--- src/rtl/dirhome_pkg.sv ---
package dirhome_pkg;

  typedef enum logic [2:0] {
    MSG_RD        = 3'd0,
    MSG_WR        = 3'd1,
    MSG_FETCH     = 3'd2,
    MSG_FETCH_INV = 3'd3,
    MSG_INVAL     = 3'd4,
    MSG_ACK       = 3'd5,
    MSG_DATA      = 3'd6
  } msg_t;

  typedef enum logic [2:0] {
    ST_IDLE, ST_DECIDE, ST_FETCH, ST_WAIT_DATA, ST_INV, ST_WAIT_ACK, ST_REPLY
  } eng_state_t;

  // Memory content of block b right after reset.
  function automatic logic [31:0] seed_word(input int unsigned b);
    return 32'h5EED_0000 + 32'(b) * 32'h111;
  endfunction

endpackage

--- src/rtl/dirhome_fifo.sv ---
module dirhome_fifo #(
  parameter int W     = 8,
  parameter int DEPTH = 4,
  localparam int PW   = (DEPTH > 1) ? $clog2(DEPTH) : 1,
  localparam int CW   = $clog2(DEPTH + 1)
) (
  input  logic          clk,
  input  logic          rst_n,
  input  logic          push,
  input  logic [W-1:0]  din,
  input  logic          pop,
  output logic [W-1:0]  dout,
  output logic          empty,
  output logic          full,
  output logic [CW-1:0] count
);

  logic [W-1:0]  slot [DEPTH];
  logic [PW-1:0] wr_ptr, rd_ptr;

  function automatic logic [PW-1:0] bump(input logic [PW-1:0] p);
    return (p == PW'(DEPTH - 1)) ? '0 : p + PW'(1);
  endfunction

  assign empty = (count == '0);
  assign full  = (count == CW'(DEPTH));
  assign dout  = slot[rd_ptr];

  always_ff @(posedge clk) begin
    if (push) slot[wr_ptr] <= din;
  end

  always_ff @(posedge clk or negedge rst_n) begin
    if (!rst_n) begin
      wr_ptr <= '0;
      rd_ptr <= '0;
      count  <= '0;
    end else begin
      if (push) wr_ptr <= bump(wr_ptr);
      if (pop)  rd_ptr <= bump(rd_ptr);
      count <= count + CW'(push) - CW'(pop);
    end
  end

endmodule

--- src/rtl/dirhome_store.sv ---
module dirhome_store
  import dirhome_pkg::*;
#(
  parameter int NODES  = 4,
  parameter int NBLK   = 16,
  parameter int DATA_W = 32,
  localparam int IW    = $clog2(NBLK)
) (
  input  logic                    clk,
  input  logic                    rst_n,
  input  logic [IW-1:0]           idx,
  output logic                    rd_dirty,
  output logic [NODES-1:0]        rd_pres,
  output logic [DATA_W-1:0]       rd_data,
  input  logic                    dir_we,
  input  logic                    wr_dirty,
  input  logic [NODES-1:0]        wr_pres,
  input  logic                    mem_we,
  input  logic [DATA_W-1:0]       mem_wdata,
  output logic [NBLK-1:0]         dirty_vec,
  output logic [NBLK*NODES-1:0]   pres_flat
);

  logic              dirty_q [NBLK];
  logic [NODES-1:0]  pres_q  [NBLK];
  logic [DATA_W-1:0] mem_q   [NBLK];

  assign rd_dirty = dirty_q[idx];
  assign rd_pres  = pres_q[idx];
  assign rd_data  = mem_q[idx];

  for (genvar g = 0; g < NBLK; g++) begin : g_flat
    assign dirty_vec[g]                 = dirty_q[g];
    assign pres_flat[g*NODES +: NODES]  = pres_q[g];
  end

  always_ff @(posedge clk or negedge rst_n) begin
    if (!rst_n) begin
      for (int i = 0; i < NBLK; i++) begin
        dirty_q[i] <= 1'b0;
        pres_q[i]  <= '0;
        mem_q[i]   <= DATA_W'(seed_word(i));
      end
    end else begin
      if (dir_we) begin
        dirty_q[idx] <= wr_dirty;
        pres_q[idx]  <= wr_pres;
      end
      if (mem_we) mem_q[idx] <= mem_wdata;
    end
  end

endmodule

--- src/rtl/dirhome_engine.sv ---
module dirhome_engine
  import dirhome_pkg::*;
#(
  parameter int NODES   = 4,
  parameter int AW      = 14,
  parameter int BLK_OFS = 8,
  parameter int NBLK    = 16,
  parameter int DATA_W  = 32,
  localparam int NW     = $clog2(NODES),
  localparam int IW     = $clog2(NBLK),
  localparam int CW     = $clog2(NODES + 1),
  localparam int RW     = 3 + NW + AW
) (
  input  logic              clk,
  input  logic              rst_n,
  input  logic              q_empty,
  input  logic [RW-1:0]     q_head,
  output logic              q_pop,
  input  logic              rsp_valid,
  input  logic [2:0]        rsp_type,
  input  logic [NW-1:0]     rsp_src,
  input  logic [DATA_W-1:0] rsp_data,
  output logic              out_valid,
  input  logic              out_ready,
  output logic [2:0]        out_type,
  output logic [NW-1:0]     out_dst,
  output logic [AW-1:0]     out_addr,
  output logic [DATA_W-1:0] out_data,
  output logic [IW-1:0]     blk_idx,
  input  logic              rd_dirty,
  input  logic [NODES-1:0]  rd_pres,
  input  logic [DATA_W-1:0] rd_data,
  output logic              dir_we,
  output logic              wr_dirty,
  output logic [NODES-1:0]  wr_pres,
  output logic              mem_we,
  output logic [DATA_W-1:0] mem_wdata,
  output logic              inv_fire,
  output logic              ack_take,
  output logic              reply_fire,
  output logic [CW-1:0]     ack_cnt,
  output logic [NW-1:0]     cur_src
);

  eng_state_t       state;
  logic [2:0]       cur_kind;
  logic [AW-1:0]    cur_addr;
  logic [NW-1:0]    owner;
  logic [NODES-1:0] pend;
  logic [NODES-1:0] src_bit;
  logic [NODES-1:0] others;
  logic [NW-1:0]    inv_dst;
  logic             fire;
  logic             data_take;
  logic             is_wr;

  // Lowest-numbered node whose bit is set in the mask.
  function automatic logic [NW-1:0] first_one(input logic [NODES-1:0] m);
    logic [NW-1:0] r;
    r = '0;
    for (int i = NODES - 1; i >= 0; i--) if (m[i]) r = NW'(i);
    return r;
  endfunction

  assign is_wr     = (cur_kind == MSG_WR);
  assign blk_idx   = cur_addr[BLK_OFS +: IW];
  assign src_bit   = NODES'(1) << cur_src;
  assign others    = rd_pres & ~src_bit;
  assign inv_dst   = first_one(pend);
  assign q_pop     = (state == ST_IDLE) && !q_empty;

  always_comb begin
    out_valid = 1'b0;
    out_type  = MSG_DATA;
    out_dst   = cur_src;
    out_data  = '0;
    unique case (state)
      ST_FETCH: begin
        out_valid = 1'b1;
        out_type  = is_wr ? MSG_FETCH_INV : MSG_FETCH;
        out_dst   = owner;
      end
      ST_INV: begin
        out_valid = 1'b1;
        out_type  = MSG_INVAL;
        out_dst   = inv_dst;
      end
      ST_REPLY: begin
        out_valid = 1'b1;
        out_data  = rd_data;
      end
      default: ;
    endcase
  end

  assign out_addr   = cur_addr;
  assign fire       = out_valid && out_ready;
  assign inv_fire   = fire && (state == ST_INV);
  assign reply_fire = fire && (state == ST_REPLY);
  assign ack_take   = rsp_valid && (rsp_type == MSG_ACK) && (ack_cnt != '0);
  assign data_take  = (state == ST_WAIT_DATA) && rsp_valid &&
                      (rsp_type == MSG_DATA) && (rsp_src == owner);
  assign mem_we     = data_take;
  assign mem_wdata  = rsp_data;
  assign dir_we     = reply_fire;
  assign wr_dirty   = is_wr;
  assign wr_pres    = is_wr ? src_bit : (rd_pres | src_bit);

  always_ff @(posedge clk or negedge rst_n) begin
    if (!rst_n) begin
      state    <= ST_IDLE;
      cur_kind <= '0;
      cur_src  <= '0;
      cur_addr <= '0;
      owner    <= '0;
      pend     <= '0;
      ack_cnt  <= '0;
    end else begin
      ack_cnt <= ack_cnt + CW'(inv_fire) - CW'(ack_take);
      unique case (state)
        ST_IDLE: if (!q_empty) begin
          {cur_kind, cur_src, cur_addr} <= q_head;
          state <= ST_DECIDE;
        end
        ST_DECIDE: begin
          if (rd_dirty) begin
            owner <= first_one(rd_pres);
            state <= ST_FETCH;
          end else if (is_wr && (others != '0)) begin
            pend  <= others;
            state <= ST_INV;
          end else begin
            state <= ST_REPLY;
          end
        end
        ST_FETCH:     if (fire) state <= ST_WAIT_DATA;
        ST_WAIT_DATA: if (data_take) state <= ST_REPLY;
        ST_INV: if (fire) begin
          pend[inv_dst] <= 1'b0;
          if ((pend & ~(NODES'(1) << inv_dst)) == '0) state <= ST_WAIT_ACK;
        end
        ST_WAIT_ACK:  if (ack_cnt == '0) state <= ST_REPLY;
        ST_REPLY:     if (fire) state <= ST_IDLE;
        default:      state <= ST_IDLE;
      endcase
    end
  end

endmodule

--- src/rtl/dirhome_top.sv ---
module dirhome_top
  import dirhome_pkg::*;
#(
  parameter int NODES   = 4,
  parameter int AW      = 14,
  parameter int BLK_OFS = 8,
  parameter int NBLK    = 16,
  parameter int DATA_W  = 32,
  parameter int QDEPTH  = 4,
  localparam int NW     = $clog2(NODES),
  localparam int IW     = $clog2(NBLK),
  localparam int CW     = $clog2(NODES + 1),
  localparam int QCW    = $clog2(QDEPTH + 1),
  localparam int RW     = 3 + NW + AW
) (
  input  logic              clk,
  input  logic              rst_n,
  input  logic              req_valid,
  output logic              req_ready,
  input  logic [2:0]        req_type,
  input  logic [NW-1:0]     req_src,
  input  logic [AW-1:0]     req_addr,
  input  logic              rsp_valid,
  input  logic [2:0]        rsp_type,
  input  logic [NW-1:0]     rsp_src,
  input  logic [DATA_W-1:0] rsp_data,
  output logic              out_valid,
  input  logic              out_ready,
  output logic [2:0]        out_type,
  output logic [NW-1:0]     out_dst,
  output logic [AW-1:0]     out_addr,
  output logic [DATA_W-1:0] out_data
);

  logic                  q_full, q_empty, q_pop, q_push;
  logic [QCW-1:0]        q_count;
  logic [RW-1:0]         q_head;
  logic [IW-1:0]         blk_idx;
  logic                  rd_dirty, dir_we, wr_dirty, mem_we;
  logic [NODES-1:0]      rd_pres, wr_pres;
  logic [DATA_W-1:0]     rd_data, mem_wdata;
  logic                  inv_fire, ack_take, reply_fire;
  logic [CW-1:0]         ack_cnt;
  logic [NW-1:0]         cur_src;
  logic [NBLK-1:0]       dir_dirty_vec;
  logic [NBLK*NODES-1:0] dir_pres_flat;

  assign req_ready = !q_full;
  assign q_push    = req_valid && req_ready;

  dirhome_fifo #(.W(RW), .DEPTH(QDEPTH)) u_queue (
    .clk(clk), .rst_n(rst_n), .push(q_push), .din({req_type, req_src, req_addr}),
    .pop(q_pop), .dout(q_head), .empty(q_empty), .full(q_full), .count(q_count)
  );

  dirhome_store #(.NODES(NODES), .NBLK(NBLK), .DATA_W(DATA_W)) u_store (
    .clk(clk), .rst_n(rst_n), .idx(blk_idx), .rd_dirty(rd_dirty), .rd_pres(rd_pres),
    .rd_data(rd_data), .dir_we(dir_we), .wr_dirty(wr_dirty), .wr_pres(wr_pres),
    .mem_we(mem_we), .mem_wdata(mem_wdata), .dirty_vec(dir_dirty_vec),
    .pres_flat(dir_pres_flat)
  );

  dirhome_engine #(.NODES(NODES), .AW(AW), .BLK_OFS(BLK_OFS), .NBLK(NBLK),
                   .DATA_W(DATA_W)) u_engine (
    .clk(clk), .rst_n(rst_n), .q_empty(q_empty), .q_head(q_head), .q_pop(q_pop),
    .rsp_valid(rsp_valid), .rsp_type(rsp_type), .rsp_src(rsp_src), .rsp_data(rsp_data),
    .out_valid(out_valid), .out_ready(out_ready), .out_type(out_type), .out_dst(out_dst),
    .out_addr(out_addr), .out_data(out_data), .blk_idx(blk_idx), .rd_dirty(rd_dirty),
    .rd_pres(rd_pres), .rd_data(rd_data), .dir_we(dir_we), .wr_dirty(wr_dirty),
    .wr_pres(wr_pres), .mem_we(mem_we), .mem_wdata(mem_wdata), .inv_fire(inv_fire),
    .ack_take(ack_take), .reply_fire(reply_fire), .ack_cnt(ack_cnt), .cur_src(cur_src)
  );

endmodule

--- config.mk ---
export PLATFORM = sky130hd
export DESIGN_NAME = dirhome_top
export DESIGN_NICKNAME = d
export VERILOG_FILES = /design/src/rtl/dirhome_pkg.sv /design/src/rtl/dirhome_fifo.sv /design/src/rtl/dirhome_store.sv /design/src/rtl/dirhome_engine.sv /design/src/rtl/dirhome_top.sv
export SDC_FILE = /design/constraint.sdc
export NUM_CORES = 1
export LEC_CHECK = 0
export BUFFER_PORTS_ARGS = -buffer_cell sky130_fd_sc_hd__buf_2
export CAP_MARGIN = 5
export CORE_MARGIN = 2
export CORE_UTILIZATION = 30
export DETAILED_ROUTE_END_ITERATION = 10
export MAX_ROUTING_LAYER = met4
export PLACE_DENSITY_LB_ADDON = 0.2
export REMOVE_ABC_BUFFERS = 1
export SYNTH_ARGS = -nofsm -noshare
export SYNTH_HDL_FRONTEND = slang
export SYNTH_SLANG_ARGS = --single-unit
--- constraint.sdc ---
create_clock -name clk -period 2.95 [get_ports clk]
set_clock_uncertainty 0.1 [all_clocks]
set_input_delay 0.59 -clock clk [delete_from_list [all_inputs] [get_ports clk]]
set_output_delay 0.59 -clock clk [all_outputs]
set_load 0.05 [all_outputs]
==> metrics <==
Crit Path Class reg2out; cell repeated most along the worst path mux4_2; Final ANT Viol Nets 0; Clock Latency Late Sink 660 ps; clock buffer depth 3; GRT Total Usage 0.163; CP max stage delay 510 ps; buffers added on ports 113; Die H 330 um; DRT iter0 DRCs 842; Initial Utilization 0.303; Root Buffer clkbuf_16; die width 330 um; hold_ws 62.2 ps; VDD IR max 0.534 mV; dpl cells 3472; ys flop type dfrtp_1; Synth Instances 1983; num ports 114; GRT overflow 0; number of flops mapped to enable cells by yosys 76; multiplexer share of the synthesized area 0.341; final WL 85400 um; vias in the first global route 19623; Synth area leader dfrtp_1; Leakage Power 17.3 nW; layout cell share with drive strength beyond 1 0.425; DP HPWL 50300 um; most frequent cells in the layout 525 x mux2_1, 351 x dfrtp_1, 272 x dfstp_2; count of cell types in the netlist 58; Area growth syn-to-layout 22.6%; Finished Layout Cells 3663; TritonCTS Sinks 706; gpl congestion 0.745; largest family of logic cells by synthesized area multiplexers; Post-Synth XOR/XNOR Area 0.00165; pin count of the biggest net entering global routing 62; critical path arrival 2880 ps; synth top area cells dfrtp_1 28%, dfstp_2 22%, mux2_1 19%, mux4_2 14%, edfxtp_1 7.2%; clock-pin slew on the worst setup and hold paths 60 ps; Pins Over Slew Limit 0; flops & latches, synth 706; post-synthesis compound-gate area fraction 0.0219; Max-Cap Viols 0; crit path max-delay cell type dfrtp_4; drt first pass iters 5; Async S/R FF share, synth 0.892; Synth Area in Adders 0.00511; TritonCTS clock tree yes; maximum clock rate 280 MHz; via density per instance 4.94; Worst-Margin Slew 723 ps; Power, Total 32.0 mW; CP cell instances buf_4 > buf_12 > buf_16 > mux4_2 > mux4_2 > nor2b_1 > buf_6; crit start category flip-flop; Routed met3 length 2790 um; Final period util 1.21; post-route setup slack -624 ps; RSZ-0062 raised after global routing yes; CP endpoint kind primary output; Max-slew headroom 0.518; worst min path class in2reg; DR WL met2 40800 um; endpoints failing setup 37; PD cells 818 nW/um2; share of the synthesized area in the top cell type 0.281; Final Core Density 0.371; syn_area_per_cell 16.1 um2; wl on met1 39900 um; critical-path maximum fanout 6; post-synthesis cell area 31900 um2; WL/cell 23.3 um; run status finished, violations left; Post-Synth Simple-Gate Area 0.0307; final hold violations 0; pre-CTS setup slack -24.1 ps; Core ar. 105000 um2; first-pass GRT wire length 129000 um; die footprint 109000 um2; Filler Cell Count 9766; Final #Nets 2268; CTS HTree Levels 3; sequential share of the synthesized area 0.577; WP data required 2260 ps; most common cell after layout, fill and taps aside mux2_1; violated checks negative setup slack; Vias 18093; DR DRC count 0; antenna violations before repair 9; fin crit period 3570 ps; Std-Cell Rows 119; r2r setup slk -170 ps; TritonCTS Buffers 85; top layer in use met4; Syn. warnings 0
-- what timing repair did --
action / 4_1_cts / 5_1_grt
buffers inserted: 11 / 13
hold buffers: 1 / 0
setup endpoints to repair: 35 / 78
pin swaps: 1 / 2
endpoints found under the hold margin: 26 / 0
gates resized for setup: 104 / 39
gates cloned: 3 / 5
-- logic make-up after synthesis --
| kind of cell | count (synthesis) |
|---|---|
| mux | 765 |
| xor+xnor | 6 |
| simple gates | 208 |
| flops | 706 |
| buf+inv | 170 |
| fa+ha+maj | 12 |
| compound gates | 116 |
-- critical path, delay by kind of cell, from the launching register on --
kind	cells	cell delay (ps)
mux	2	930
buf+inv	4	610
flops	1	510
simple gates	1	170
-- flip-flops by register name, indices dropped and copies added (netlist names) --
register,cells
u_engine.owner,2
u_engine.ack_cnt,3
u_engine.cur_kind,3
u_queue.wr_ptr,2
u_store.dirty_vec,16
u_engine.out_addr,14
u_queue.slot,76
u_store.mem_q,512
u_store.pres_flat,64
u_engine.cur_src,2
u_engine.state,3
u_engine.pend,4
u_queue.rd_ptr,2
u_queue.count,3
-- per-stage QoR --
step                      setup TNS (ps)  area [um2]
after floorplan                 -3452370       31200
after global placement             -27.6       35300
after detailed placement           -53.8       35300
after CTS                         -20320       38800
after global routing              -21640       39000
final                             -18570       39000
-- synthesized netlist by cell type (all sizes together), types with 4 or more instances --
cell type,number
nor2,77
a21oi,57
a221oi,4
mux4,201
mux2,551
dfrtp,358
ha,9
o21ai,33
edfxtp,76
inv,17
buf,80
clkbuf,72
nor3,7
and3,8
nand3,7
dfstp,272
nor2b,35
mux2i,13
nand2,57
xnor2,6
-- final timing paths --
| kind | startpoint | endpoint | depth (start not counted) |
|---|---|---|---|
| hold reg to reg | u_store.pres_flat[2] | u_store.pres_flat[2] | 2 |
| setup reg to reg | u_engine.out_addr[8] | u_engine.pend[1] | 11 |
| hold / removal | req_src[0] | u_queue.slot[3][14] | 1 |
| min in group asynchronous | rst_n | u_store.mem_q[130] | 2 |
| max in group asynchronous | rst_n | u_store.mem_q[48] | 3 |
| setup / recovery | u_engine.out_addr[8] | out_data[1] | 7 |
-- power by group --
| part | switching, mW | leakage (nW) | internal (mW) |
|---|---|---|---|
| combinational | 5.16 | 7.49 | 4.31 |
| clock | 4.27 | 1.43 | 6.54 |
| sequential | 0.757 | 8.38 | 10.9 |
-- final cells by class --
class                   count  area, um2  share of cell area
inverters                  18       68.8             0.00176
repair buffers            278       2920              0.0748
well taps                1391       1740              0.0446
clock inverters            33        449              0.0115
clock buffers             126       2470              0.0633
multi-input cells        1107      13000               0.332
flip-flops and latches    706      18400               0.471
diodes                      4       10.0            0.000256
-- metal layers --
metal	track usage	up-vias
met2	0.256	283
met1	0.221	9822
met4	0.0412	0
met3	0.0272	119
met5	-	-
li1	-	7869
Power figures use the tool's default switching activity.
